[config.mk]
export PLATFORM = sky130hd
export DESIGN_NAME = can_acc_filter
export DESIGN_NICKNAME = d
export VERILOG_FILES = /design/src/rtl/can_acc_pkg.sv /design/src/rtl/can_acc_cmpword.sv /design/src/rtl/can_acc_match.sv /design/src/rtl/can_acc_prio.sv /design/src/rtl/can_acc_route.sv /design/src/rtl/can_acc_filter.sv
export SDC_FILE = /design/constraint.sdc
export NUM_CORES = 1
export LEC_CHECK = 0
export ABC_CLOCK_PERIOD_IN_PS = 2500
export CORE_MARGIN = 10
export CORE_UTILIZATION = 30
export DETAILED_ROUTE_END_ITERATION = 7
export GPL_ROUTABILITY_DRIVEN = 0
export GPL_TIMING_DRIVEN = 0
export HOLD_SLACK_MARGIN = 0.15
export MAX_ROUTING_LAYER = met4
export PLACE_DENSITY = 0.89
export REMOVE_ABC_BUFFERS = 1
export SYNTH_ARGS = -nofsm -noshare
export SYNTH_HDL_FRONTEND = slang
export SYNTH_SLANG_ARGS = --single-unit
[constraint.sdc]
create_clock -name clk_i -period 2.5 [get_ports clk_i]
set_clock_uncertainty 0.1 [all_clocks]
set_input_delay 0.375 -clock clk_i [delete_from_list [all_inputs] [get_ports clk_i]]
set_output_delay 0.375 -clock clk_i [all_outputs]
set_load 0.005 [all_outputs]
[src/rtl/can_acc_pkg.sv]
package can_acc_pkg;
   localparam int CAN_ID_W   = 29;
   localparam int CAN_BASE_W = 11;
   localparam int CAN_BYTE_W = 8;
   localparam int CAN_DLC_W  = 4;

   typedef enum logic [2:0] {
      RT_NONE = 3'd0,
      RT_B0   = 3'd1,
      RT_ROLL = 3'd2,
      RT_B1   = 3'd3,
      RT_OVF  = 3'd4
   } route_e;
endpackage

[src/rtl/can_acc_cmpword.sv]
module can_acc_cmpword #(
   parameter int ID_W   = can_acc_pkg::CAN_ID_W,
   parameter int BASE_W = can_acc_pkg::CAN_BASE_W,
   parameter int BYTE_W = can_acc_pkg::CAN_BYTE_W,
   parameter int DLC_W  = can_acc_pkg::CAN_DLC_W
) (
   input  logic [ID_W-1:0]   id_i,
   input  logic              ide_i,
   input  logic              rtr_i,
   input  logic [DLC_W-1:0]  dlc_i,
   input  logic [BYTE_W-1:0] d0_i,
   input  logic [BYTE_W-1:0] d1_i,
   output logic [ID_W-1:0]   cmp_o,
   output logic [ID_W-1:0]   use_o
);
   localparam int PAY_W = 2 * BYTE_W;

   logic use_b0, use_b1;

   assign use_b0 = !rtr_i && (dlc_i >= DLC_W'(1));
   assign use_b1 = !rtr_i && (dlc_i >= DLC_W'(2));

   always_comb begin
      if (ide_i) begin
         cmp_o = id_i;
         use_o = '1;
      end else begin
         cmp_o = '0;
         use_o = '0;
         cmp_o[ID_W-1 -: BASE_W] = id_i[BASE_W-1:0];
         use_o[ID_W-1 -: BASE_W] = '1;
         cmp_o[PAY_W-1 -: BYTE_W] = d0_i;
         use_o[PAY_W-1 -: BYTE_W] = {BYTE_W{use_b0}};
         cmp_o[BYTE_W-1:0] = d1_i;
         use_o[BYTE_W-1:0] = {BYTE_W{use_b1}};
      end
   end

   always_comb begin
      if (!ide_i) begin
         assert (use_o[PAY_W +: (ID_W-BASE_W-PAY_W)] == '0)
            else $error("a_r4_gap_ignored");
      end
   end
endmodule

[src/rtl/can_acc_match.sv]
module can_acc_match #(
   parameter int ID_W = can_acc_pkg::CAN_ID_W
) (
   input  logic [ID_W-1:0] cmp_i,
   input  logic [ID_W-1:0] use_i,
   input  logic [ID_W-1:0] mask_i,
   input  logic [ID_W-1:0] filt_i,
   input  logic            fext_i,
   input  logic            ide_i,
   input  logic            type_ok_i,
   output logic            hit_o
);
   logic [ID_W-1:0] diff;

   assign diff  = (cmp_i ^ filt_i) & mask_i & use_i;
   assign hit_o = type_ok_i && (fext_i == ide_i) && (diff == '0);
endmodule

[src/rtl/can_acc_prio.sv]
module can_acc_prio #(
   parameter int N    = 2,
   parameter int BASE = 0,
   parameter int HW   = 3
) (
   input  logic [N-1:0]  req_i,
   output logic          any_o,
   output logic [HW-1:0] idx_o
);
   assign any_o = |req_i;

   generate
      if (N == 1) begin : g_single
         assign idx_o = HW'(BASE);
      end else begin : g_multi
         always_comb begin
            idx_o = HW'(BASE);
            for (int k = N - 1; k >= 0; k--) begin
               if (req_i[k]) idx_o = HW'(BASE + k);
            end
         end
      end
   endgenerate
endmodule

[src/rtl/can_acc_route.sv]
module can_acc_route
   import can_acc_pkg::*;
#(
   parameter int NFLT = 6,
   parameter int NB0  = 2,
   parameter int HW   = 3
) (
   input  logic            clk_i,
   input  logic            rst_ni,
   input  logic            vld_i,
   input  logic [NFLT-1:0] hit_i,
   input  logic            full0_i,
   input  logic            full1_i,
   input  logic            roll_en_i,
   output logic            acc_o,
   output logic            buf_o,
   output logic [HW-1:0]   hit_o,
   output logic            load0_o,
   output logic            load1_o,
   output logic            ovf_o
);
   localparam int NB1 = NFLT - NB0;

   logic          g0, g1;
   logic [HW-1:0] idx0, idx1;
   route_e        dec;

   can_acc_prio #(.N(NB0), .BASE(0), .HW(HW)) u_prio0 (
      .req_i (hit_i[NB0-1:0]),
      .any_o (g0),
      .idx_o (idx0)
   );

   can_acc_prio #(.N(NB1), .BASE(NB0), .HW(HW)) u_prio1 (
      .req_i (hit_i[NFLT-1:NB0]),
      .any_o (g1),
      .idx_o (idx1)
   );

   always_comb begin
      dec = RT_NONE;
      if (g0) begin
         if (!full0_i)                  dec = RT_B0;
         else if (roll_en_i && !full1_i) dec = RT_ROLL;
         else                           dec = RT_OVF;
      end else if (g1) begin
         dec = full1_i ? RT_OVF : RT_B1;
      end
   end

   always_ff @(posedge clk_i) begin
      if (!rst_ni) begin
         acc_o   <= 1'b0;
         buf_o   <= 1'b0;
         hit_o   <= '0;
         load0_o <= 1'b0;
         load1_o <= 1'b0;
         ovf_o   <= 1'b0;
      end else if (vld_i) begin
         acc_o   <= (dec == RT_B0) || (dec == RT_ROLL) || (dec == RT_B1);
         load0_o <= (dec == RT_B0);
         load1_o <= (dec == RT_ROLL) || (dec == RT_B1);
         ovf_o   <= (dec == RT_OVF);
         buf_o   <= (dec == RT_ROLL) || (dec == RT_B1);
         case (dec)
            RT_B0, RT_ROLL: hit_o <= idx0;
            RT_B1:          hit_o <= idx1;
            default:        hit_o <= '0;
         endcase
      end else begin
         acc_o   <= 1'b0;
         load0_o <= 1'b0;
         load1_o <= 1'b0;
         ovf_o   <= 1'b0;
      end
   end

   a_r8_no_load_full0: assert property (@(posedge clk_i) disable iff (!rst_ni)
      load0_o |-> !$past(full0_i));
   a_r8_no_load_full1: assert property (@(posedge clk_i) disable iff (!rst_ni)
      load1_o |-> !$past(full1_i));
   a_r10_pulse_after_strobe: assert property (@(posedge clk_i) disable iff (!rst_ni)
      (acc_o || ovf_o) |-> $past(vld_i));
   a_r8_ovf_exclusive: assert property (@(posedge clk_i) disable iff (!rst_ni)
      ovf_o |-> (!acc_o && !load0_o && !load1_o));
   a_r6_b0_group_index: assert property (@(posedge clk_i) disable iff (!rst_ni)
      load0_o |-> (hit_o < HW'(NB0)));
   a_r10_hold_between: assert property (@(posedge clk_i) disable iff (!rst_ni)
      !$past(vld_i) |-> ($stable(buf_o) && $stable(hit_o)));
   a_r10_single_load: assert property (@(posedge clk_i) disable iff (!rst_ni)
      $onehot0({load0_o, load1_o}));
endmodule

[src/rtl/can_acc_filter.sv]
module can_acc_filter
   import can_acc_pkg::*;
#(
   parameter int NFLT   = 6,
   parameter int NB0    = 2,
   parameter int ID_W   = CAN_ID_W,
   parameter int BASE_W = CAN_BASE_W,
   parameter int BYTE_W = CAN_BYTE_W,
   parameter int DLC_W  = CAN_DLC_W,
   parameter int HW     = $clog2(NFLT)
) (
   input  logic                 clk_i,
   input  logic                 rst_ni,
   input  logic                 frm_vld_i,
   input  logic [ID_W-1:0]      frm_id_i,
   input  logic                 frm_ide_i,
   input  logic                 frm_rtr_i,
   input  logic [DLC_W-1:0]     frm_dlc_i,
   input  logic [BYTE_W-1:0]    frm_d0_i,
   input  logic [BYTE_W-1:0]    frm_d1_i,
   input  logic [ID_W-1:0]      mask0_i,
   input  logic [ID_W-1:0]      mask1_i,
   input  logic [NFLT*ID_W-1:0] flt_id_i,
   input  logic [NFLT-1:0]      flt_ext_i,
   input  logic                 en_std_i,
   input  logic                 en_ext_i,
   input  logic                 roll_en_i,
   input  logic                 full0_i,
   input  logic                 full1_i,
   output logic                 acc_o,
   output logic                 buf_o,
   output logic [HW-1:0]        hit_o,
   output logic                 load0_o,
   output logic                 load1_o,
   output logic                 ovf_o
);
   generate
      if (NB0 < 1 || NB0 >= NFLT) begin : g_bad_split
         $error("can_acc_filter: NB0 must leave both groups non-empty");
      end
      if (ID_W < BASE_W + 2 * BYTE_W + 1) begin : g_bad_width
         $error("can_acc_filter: identifier too narrow for payload compare");
      end
      if ((1 << HW) < NFLT) begin : g_bad_hw
         $error("can_acc_filter: HW too small for filter count");
      end
   endgenerate

   logic [ID_W-1:0] cmp_w, use_w;
   logic [NFLT-1:0] hit_w;
   logic            type_ok;

   assign type_ok = frm_ide_i ? en_ext_i : en_std_i;

   can_acc_cmpword #(
      .ID_W(ID_W), .BASE_W(BASE_W), .BYTE_W(BYTE_W), .DLC_W(DLC_W)
   ) u_cmp (
      .id_i  (frm_id_i),
      .ide_i (frm_ide_i),
      .rtr_i (frm_rtr_i),
      .dlc_i (frm_dlc_i),
      .d0_i  (frm_d0_i),
      .d1_i  (frm_d1_i),
      .cmp_o (cmp_w),
      .use_o (use_w)
   );

   for (genvar i = 0; i < NFLT; i++) begin : g_flt
      logic [ID_W-1:0] msk;
      if (i < NB0) begin : g_grp0
         assign msk = mask0_i;
      end else begin : g_grp1
         assign msk = mask1_i;
      end
      can_acc_match #(.ID_W(ID_W)) u_match (
         .cmp_i     (cmp_w),
         .use_i     (use_w),
         .mask_i    (msk),
         .filt_i    (flt_id_i[i*ID_W +: ID_W]),
         .fext_i    (flt_ext_i[i]),
         .ide_i     (frm_ide_i),
         .type_ok_i (type_ok),
         .hit_o     (hit_w[i])
      );
   end

   can_acc_route #(.NFLT(NFLT), .NB0(NB0), .HW(HW)) u_route (
      .clk_i     (clk_i),
      .rst_ni    (rst_ni),
      .vld_i     (frm_vld_i),
      .hit_i     (hit_w),
      .full0_i   (full0_i),
      .full1_i   (full1_i),
      .roll_en_i (roll_en_i),
      .acc_o     (acc_o),
      .buf_o     (buf_o),
      .hit_o     (hit_o),
      .load0_o   (load0_o),
      .load1_o   (load1_o),
      .ovf_o     (ovf_o)
   );

   a_r9_disabled_type_silent: assert property (@(posedge clk_i) disable iff (!rst_ni)
      (frm_vld_i && !type_ok) |=> (!acc_o && !ovf_o));
   a_r3_ide_agrees: assert property (@(posedge clk_i) disable iff (!rst_ni)
      (frm_vld_i && (hit_w == '0)) |=> (!acc_o && !ovf_o));
endmodule

==> Yosys cells after proc, flatten, opt, wreduce, memory -nomap -nowiden <==
Cells that the tools add are included.
{ "classes": {"div": 0, "order_cmp": 2, "mul": 0, "n_reduce_logical": 30, "eq_ne": 10, "n_mux": 15, "n_bitwise": 18, "n_shift": 0, "add_sub_neg": 0} }
{ "ops": {"columns": ["operator", "n"], "rows": [
  ["$and A29 B29 Y29", 12],
  ["$logic_not A29 Y1", 6],
  ["$xor A29 B29 Y29", 6],
  ["$mux W3", 10],
  ["$mux W29", 1],
  ["$mux W18", 1],
  ["$logic_and A1 B1 Y1", 15],
  ["$eq A1 B1 Y1", 6],
  ["$eq A3 B2 Y1 const B", 2],
  ["$pmux W3 S2", 1],
  ["$ge A4 B1 Y1 const B", 1],
  ["$ge A4 B2 Y1 const B", 1],
  ["$reduce_or A2 Y1", 2],
  ["$reduce_or A4 Y1", 1],
  ["$eq A3 B1 Y1 const B", 1],
  ["$eq A3 B3 Y1 const B", 1],
  ["$logic_or A1 B1 Y1", 3],
  ["$logic_not A1 Y1", 2],
  ["$mux W1", 2],
  ["$reduce_and A2 Y1", 1]
]} }
{ "word_totals": {"rom_bits": 0, "latch_bits": 0, "ram_bits": 0, "inputBits": 297, "n_memories": 0, "out_inout_bits": 8, "wordCells": 81, "register_bits": 8} }

==> Logic depth before layout (Yosys ltp) <==
Gate-level depths: netlist (run 1).
{ "logic_depth": {"depth_word": 12, "depth_mapped": 10, "mapped_depth_nobuf": 8} }

==> Cells and area by module <==
From an unflattened synthesis (run 1), not the netlist that was laid out.
{ "hier_totals": {"cells_unflattened": 588, "area_unflattened_um2": 4011.3} }
{ "modules_own_cells": {"columns": ["module", "n_inst", "area_per_inst_um2", "cells_per_inst", "seq_area_each_um2"], "rows": [
  ["can_acc_match", 6, 499.2, 79, 0.0],
  ["can_acc_cmpword", 1, 583.1, 64, 0.0],
  ["can_acc_route", 1, 346.6, 36, 160.2],
  ["can_acc_prio at u_route.u_prio1", 1, 40.0, 8, 0.0],
  ["can_acc_prio at u_route.u_prio0", 1, 31.3, 5, 0.0],
  ["can_acc_filter", 1, 15.0, 1, 0.0]
]} }

==> Least setup slack after synthesis (run 1) <==
OpenSTA, ideal clock, no wires.
{ "synth_path": {"path_type": "input port to flip-flop", "start": "in frm_ide_i", "end": "reg u_route.acc_o", "setup_ns": 0.058, "setup_slack_ns": -0.107, "arrival_ns": 2.450, "required_ns": 2.342, "stages": 10, "n_path_buf": 2, "path_cell_list": "buf_12 buf_12 mux2i_4 xnor2_1 a22oi_1 a41oi_1 nor4_4 or4_4 o22ai_4 or2_1"} }
{ "synth_via": {"elab_chain_cells": 12, "elab_cells_between_ends": 54, "classes_between": "eq/ne (9); mux (5); bitwise (18); reduce/logical (22)"} }
{ "synth_lines": {"columns": ["element", "line", "source"], "rows": [
  ["from (decl)", "can_acc_filter.sv:16", "input logic frm_ide_i,"],
  ["$mux W29", "can_acc_cmpword.sv:24", "if (ide_i) begin"],
  ["$xor A29 B29 Y29", "can_acc_match.sv:15", "assign diff = (cmp_i ^ filt_i) & mask_i & use_i;"],
  ["$and A29 B29 Y29 (2 in a row)", "can_acc_match.sv:15", null],
  ["$logic_not A29 Y1", "can_acc_match.sv:16", "assign hit_o = type_ok_i && (fext_i == ide_i) && (diff == '0);"],
  ["$logic_and A1 B1 Y1", "can_acc_match.sv:16", null],
  ["$reduce_or A4 Y1", "can_acc_prio.sv:10", "assign any_o = |req_i;"],
  ["$mux W3", "can_acc_route.sv:46", "end else if (g1) begin"],
  ["$mux W3 (*)", "can_acc_route.sv:42", "if (g0) begin"],
  ["$eq A3 B1 Y1 or $eq A3 B2 Y1 (tied branches)", "can_acc_route.sv:60", "acc_o <= (dec == RT_B0) || (dec == RT_ROLL) || (dec == RT_B1);"],
  ["$logic_or A1 B1 Y1", "can_acc_route.sv:60", null],
  ["$logic_or A1 B1 Y1 (*)", "can_acc_route.sv:60", null],
  ["to (signal assigned)", "can_acc_route.sv:60", null],
  ["to (decl)", "can_acc_route.sv:15", "output logic acc_o,"]
]} }
Mark *: on every way between the ends. The rest lies on a longest branch, timed or not.
A chain may end at the register's enable or synchronous reset.

==> Worst setup path in the final report (run 1) <==
Ends and elaborated chain as after synthesis.

==> summary.md, run 1 <==
| Metric | Value |
|---|---|
| Vias in the first global route | `roughly 5700` |
| Final WL | `23.8 mm` |
| Area grow syn2layout | `125%` |
| WP data arrival | `2.70 ns` |
| Mean post-synth cell area | `9.21 µm²` |
| Hold endpoint | `u_route.hit_o[2]` |
| Leakage | `2.91 nW` |
| Cell Area, Synth | `0.00359 mm²` |
| IO Pins | `305` |
| Worst reg2reg startpoint | `u_route.hit_o[0]` |
| Library cells used by synthesis | `31` |
| Chip width | `129 µm` |
| Total power | `0.00210 W` |
| Finished Cell Area | `0.00808 mm²` |
| Share of cells above drive strength 1 | `21.5%` |
| Final-report hold violation count | `0` |
| M1 WL | `8.57 mm` |
| Length of routed met2 wiring | `11.8 mm` |
| GRT Total Usage | `27.1%` |
| Relative slew slack | `between 70% and 80%` |
| Placed Area | `about 0.0068 mm²` |
| Clock Tree Buf Depth | `2` |
| Storage element area | `160 µm²` |
| Worst VDD drop | `0.000179 V` |
| Area leader, netlist | `xnor2_1` |
| Critical path peak fanout | `8` |
| Hold Path Cell Cnt | `2` |
| Critical path launch point type | `input pin` |
| Slew Viols, Final | `0` |
| Die outline height | `roughly 130 µm` |
| Most frequent cells in the layout | `273 x clkdlybuf4s50_1, 154 x xnor2_1, 66 x a22oi_1, 54 x buf_4, 28 x dlygate4sd2_1` |
| CP Cell Sequence | `buf_16 > buf_16 > buf_4 > mux2i_4 > buf_6 > buf_4 > xnor2_2 > a22oi_1 > a41oi_2 > nor4_4 > nor4_4 > o22ai_4 > or2_1` |
| Global-route wire length before repair | `33.9 mm` |
| Final period utilization | `107%` |
| Critical Path Sink Type | `flip-flop` |
| Status | `finished, violations left` |
| Core area | `0.0116 mm²` |
| Filler cells | `766` |
| Seq/Total Area, Yosys | `4.46%` |
| Commonest non-fill, non-tap cell in the layout | `clkdlybuf4s50_1` |
| Vias/cell | `5.49` |
| Worst-Skew Late Latency | `~0.23 ns` |
| Cell count after synthesis | `390` |
| RSZ-0062 raised after global routing | `true` |
| Multi-input gate area | `0.00362 mm²` |
| Critical-path top delay cell | `nor4_4` |
| Largest cells by area after synthesis | `xnor2_1 39%, a22oi_1 16%, mux2i_4 16%` |
| CTS Root Cell | `clkbuf_16` |
| DRC | `0` |
| Starting Density | `between 30% and 40%` |
| Highest metal used | `met4` |
| Synthesis Warnings | `0` |
| Max-cap violations | `0` |
| FF-to-FF setup slack | `1.70 ns` |
| Crit Path Category | `input pin to flip-flop` |
| TritonCTS clock tree | `yes` |
| Setup slack after layout | `-0.184 ns` |
| Detailed Place HPWL | `18.4 mm` |
| CP max stage delay | `0.37 ns` |
| Htree depth | `1` |
| Fin nets | `roughly 1100` |
| Placed insts | `832` |
| Wire per inst | `between 20 and 30 µm` |
| Top cell type's share of synthesized area | `39.5%` |
| DR iter-0 viols | `371` |
| Metal3 WL | `2.47 mm` |
| Port Buffer Count | `around 300` |
| FF-to-FF End | `u_route.hit_o[0]` |
| Final std cells w/o fill | `about 900` |
| Clock sink count | `8` |
| Antenna viol nets, final | `0` |
| First-pass DRT Iterations | `5` |
| Pwr per Cell Area | `260 mW/mm²` |
| Worst-Margin Slew | `0.435 ns` |
| Largest net degree at the start of global routing | `9` |
| Hold Path Origin | `u_route.hit_o[2]` |
| Failing checks | `negative setup slack` |
| Initial antenna violation count | `0` |
| Clock Pin Slew Worst Setup and Hold Paths | `around 0.04 ns` |
| Die area | `roughly 0.017 mm²` |
| Min Tclk post-route | `2.68 ns` |
| Remaining global-route overflow | `0` |
| Reg2reg path depth | `2` |
| Final setup viols | `7` |
| Vias | `5075` |
| Total CTS buffers | `3` |
| Cell Rows | `39` |
| Fmax | `373 MHz` |
| Hold Crit Class | `flip-flop to flip-flop` |
| WP data required | `~2.5 ns` |
| Register bit total from synthesis | `8` |
## kinds of logic (layout without fill, tap and decap cells)
logic type | count (synthesis) | in the layout | share of synthesized area (%)
compound gates | 120 | 120 | 25.3
xor+xnor | 174 | 174 | 42.4
buf+inv | 14 | 404 | 2.82
mux | 27 | 27 | 16.7
other cells | 0 | 1 | 0
flops | 8 | 8 | 4.46
simple gates | 47 | 47 | 8.32
## power breakdown
group          total (W)  internal [W]  switching, W
sequential      0.000130      0.000129   0.000000530
clock           0.000270      0.000206     0.0000640
combinational    0.00170       0.00101      0.000690
total            0.00210       0.00134      0.000755
## stage by stage
| stage | hold slack [ns] | setup TNS [ns] | worst slack (ns) | utilization [%] |
|---|---|---|---|---|
| 2_1_floorplan | 0.349 | 0 | 0.159 | - |
| 3_3_place_gp | 0.339 | -27.21 | -3.53 | 58.3 |
| 3_5_place_dp | 0.346 | -5.77 | -0.836 | 58.5 |
| 4_1_cts | 0.359 | -0.0896 | -0.0464 | 67.5 |
| 5_1_grt | 0.399 | -1.45 | -0.259 | 69.9 |
| 6_report | 0.371 | -0.742 | -0.184 | 69.9 |
## worst max path at each step
stage            startpoint             to  slack (ns)  depth (start not counted)
3_3_place_gp      frm_ide_i  u_route.acc_o       -3.53                          9
2_1_floorplan     frm_ide_i  u_route.acc_o        0.16                          8
3_5_place_dp      frm_ide_i  u_route.acc_o       -0.84                         10
4_1_cts           frm_ide_i  u_route.acc_o       -0.05                         12
5_1_grt        frm_id_i[25]  u_route.acc_o       -0.26                          9
6_report          frm_ide_i  u_route.acc_o       -0.18                         13
## worst max-delay path: cells and delay by family
kind,cells,cell delay [ns]
buffers and inverters,5,0.69
muxes,1,0.28
AOI/OAI and AO/OA,3,0.52
xor gates and xnor gates,1,0.10
and+or+nand+nor,3,0.72
## what timing repair did
item / 4_1_cts / 5_1_grt
gates cloned: 3 / 0
setup buffers: 59 / 27
setup endpoints to repair: 8 / 8
hold buffers: 0 / 0
resized for setup: 86 / 16
pin swaps: 38 / 25
## cells in the mapped netlist, drive strengths merged
cell type / instances
xnor2: 162
nand2b: 1
nor4: 8
a22oi: 78
a31oi: 1
xor2: 12
buf: 3
a21o: 1
o22ai: 1
a22o: 6
nor2b: 3
or2: 1
mux2i: 27
a41oi: 12
a211oi: 1
inv: 8
or4: 1
nor3: 3
nand2: 11
nand4: 13
o21ai: 19
dfxtp: 8
o21bai: 1
nand3b: 1
clkbuf: 3
nor2: 5
## state kept, by name, indices dropped and copies added (netlist names)
signal and cells:
u_route.load0_o 1, u_route.buf_o 1, u_route.load1_o 1, u_route.ovf_o 1
u_route.acc_o 1, u_route.hit_o 3
## area by class of cell
type                    count  area share, %
multi-input cells         368           44.8
clock buffers               3          0.929
repair buffers            393           49.7
flip-flops and latches      8           1.98
inverters                   8          0.371
well taps                 143           2.21
diodes                      1         0.0310
## per-layer routing
metal / vias to the layer above / global-route usage (%)
met1: 2376 / 28.4
met5: - / -
li1: 2262 / -
met3: 66 / 7.87
met2: 371 / 48.1
met4: 0 / 8.86
Power figures use the tool's default switching activity.
==> inputs of run 2 (changes only) <==
--- a/config.mk
+++ b/config.mk
@@ -8,6 +8,7 @@
 export ABC_CLOCK_PERIOD_IN_PS = 2500
 export CORE_MARGIN = 10
 export CORE_UTILIZATION = 30
+export CTS_CLUSTER_SIZE = 24
 export DETAILED_ROUTE_END_ITERATION = 7
 export GPL_ROUTABILITY_DRIVEN = 0
 export GPL_TIMING_DRIVEN = 0
==> results of run 2 <==
Final layout, timing and power as in run 1 (identical DEF).
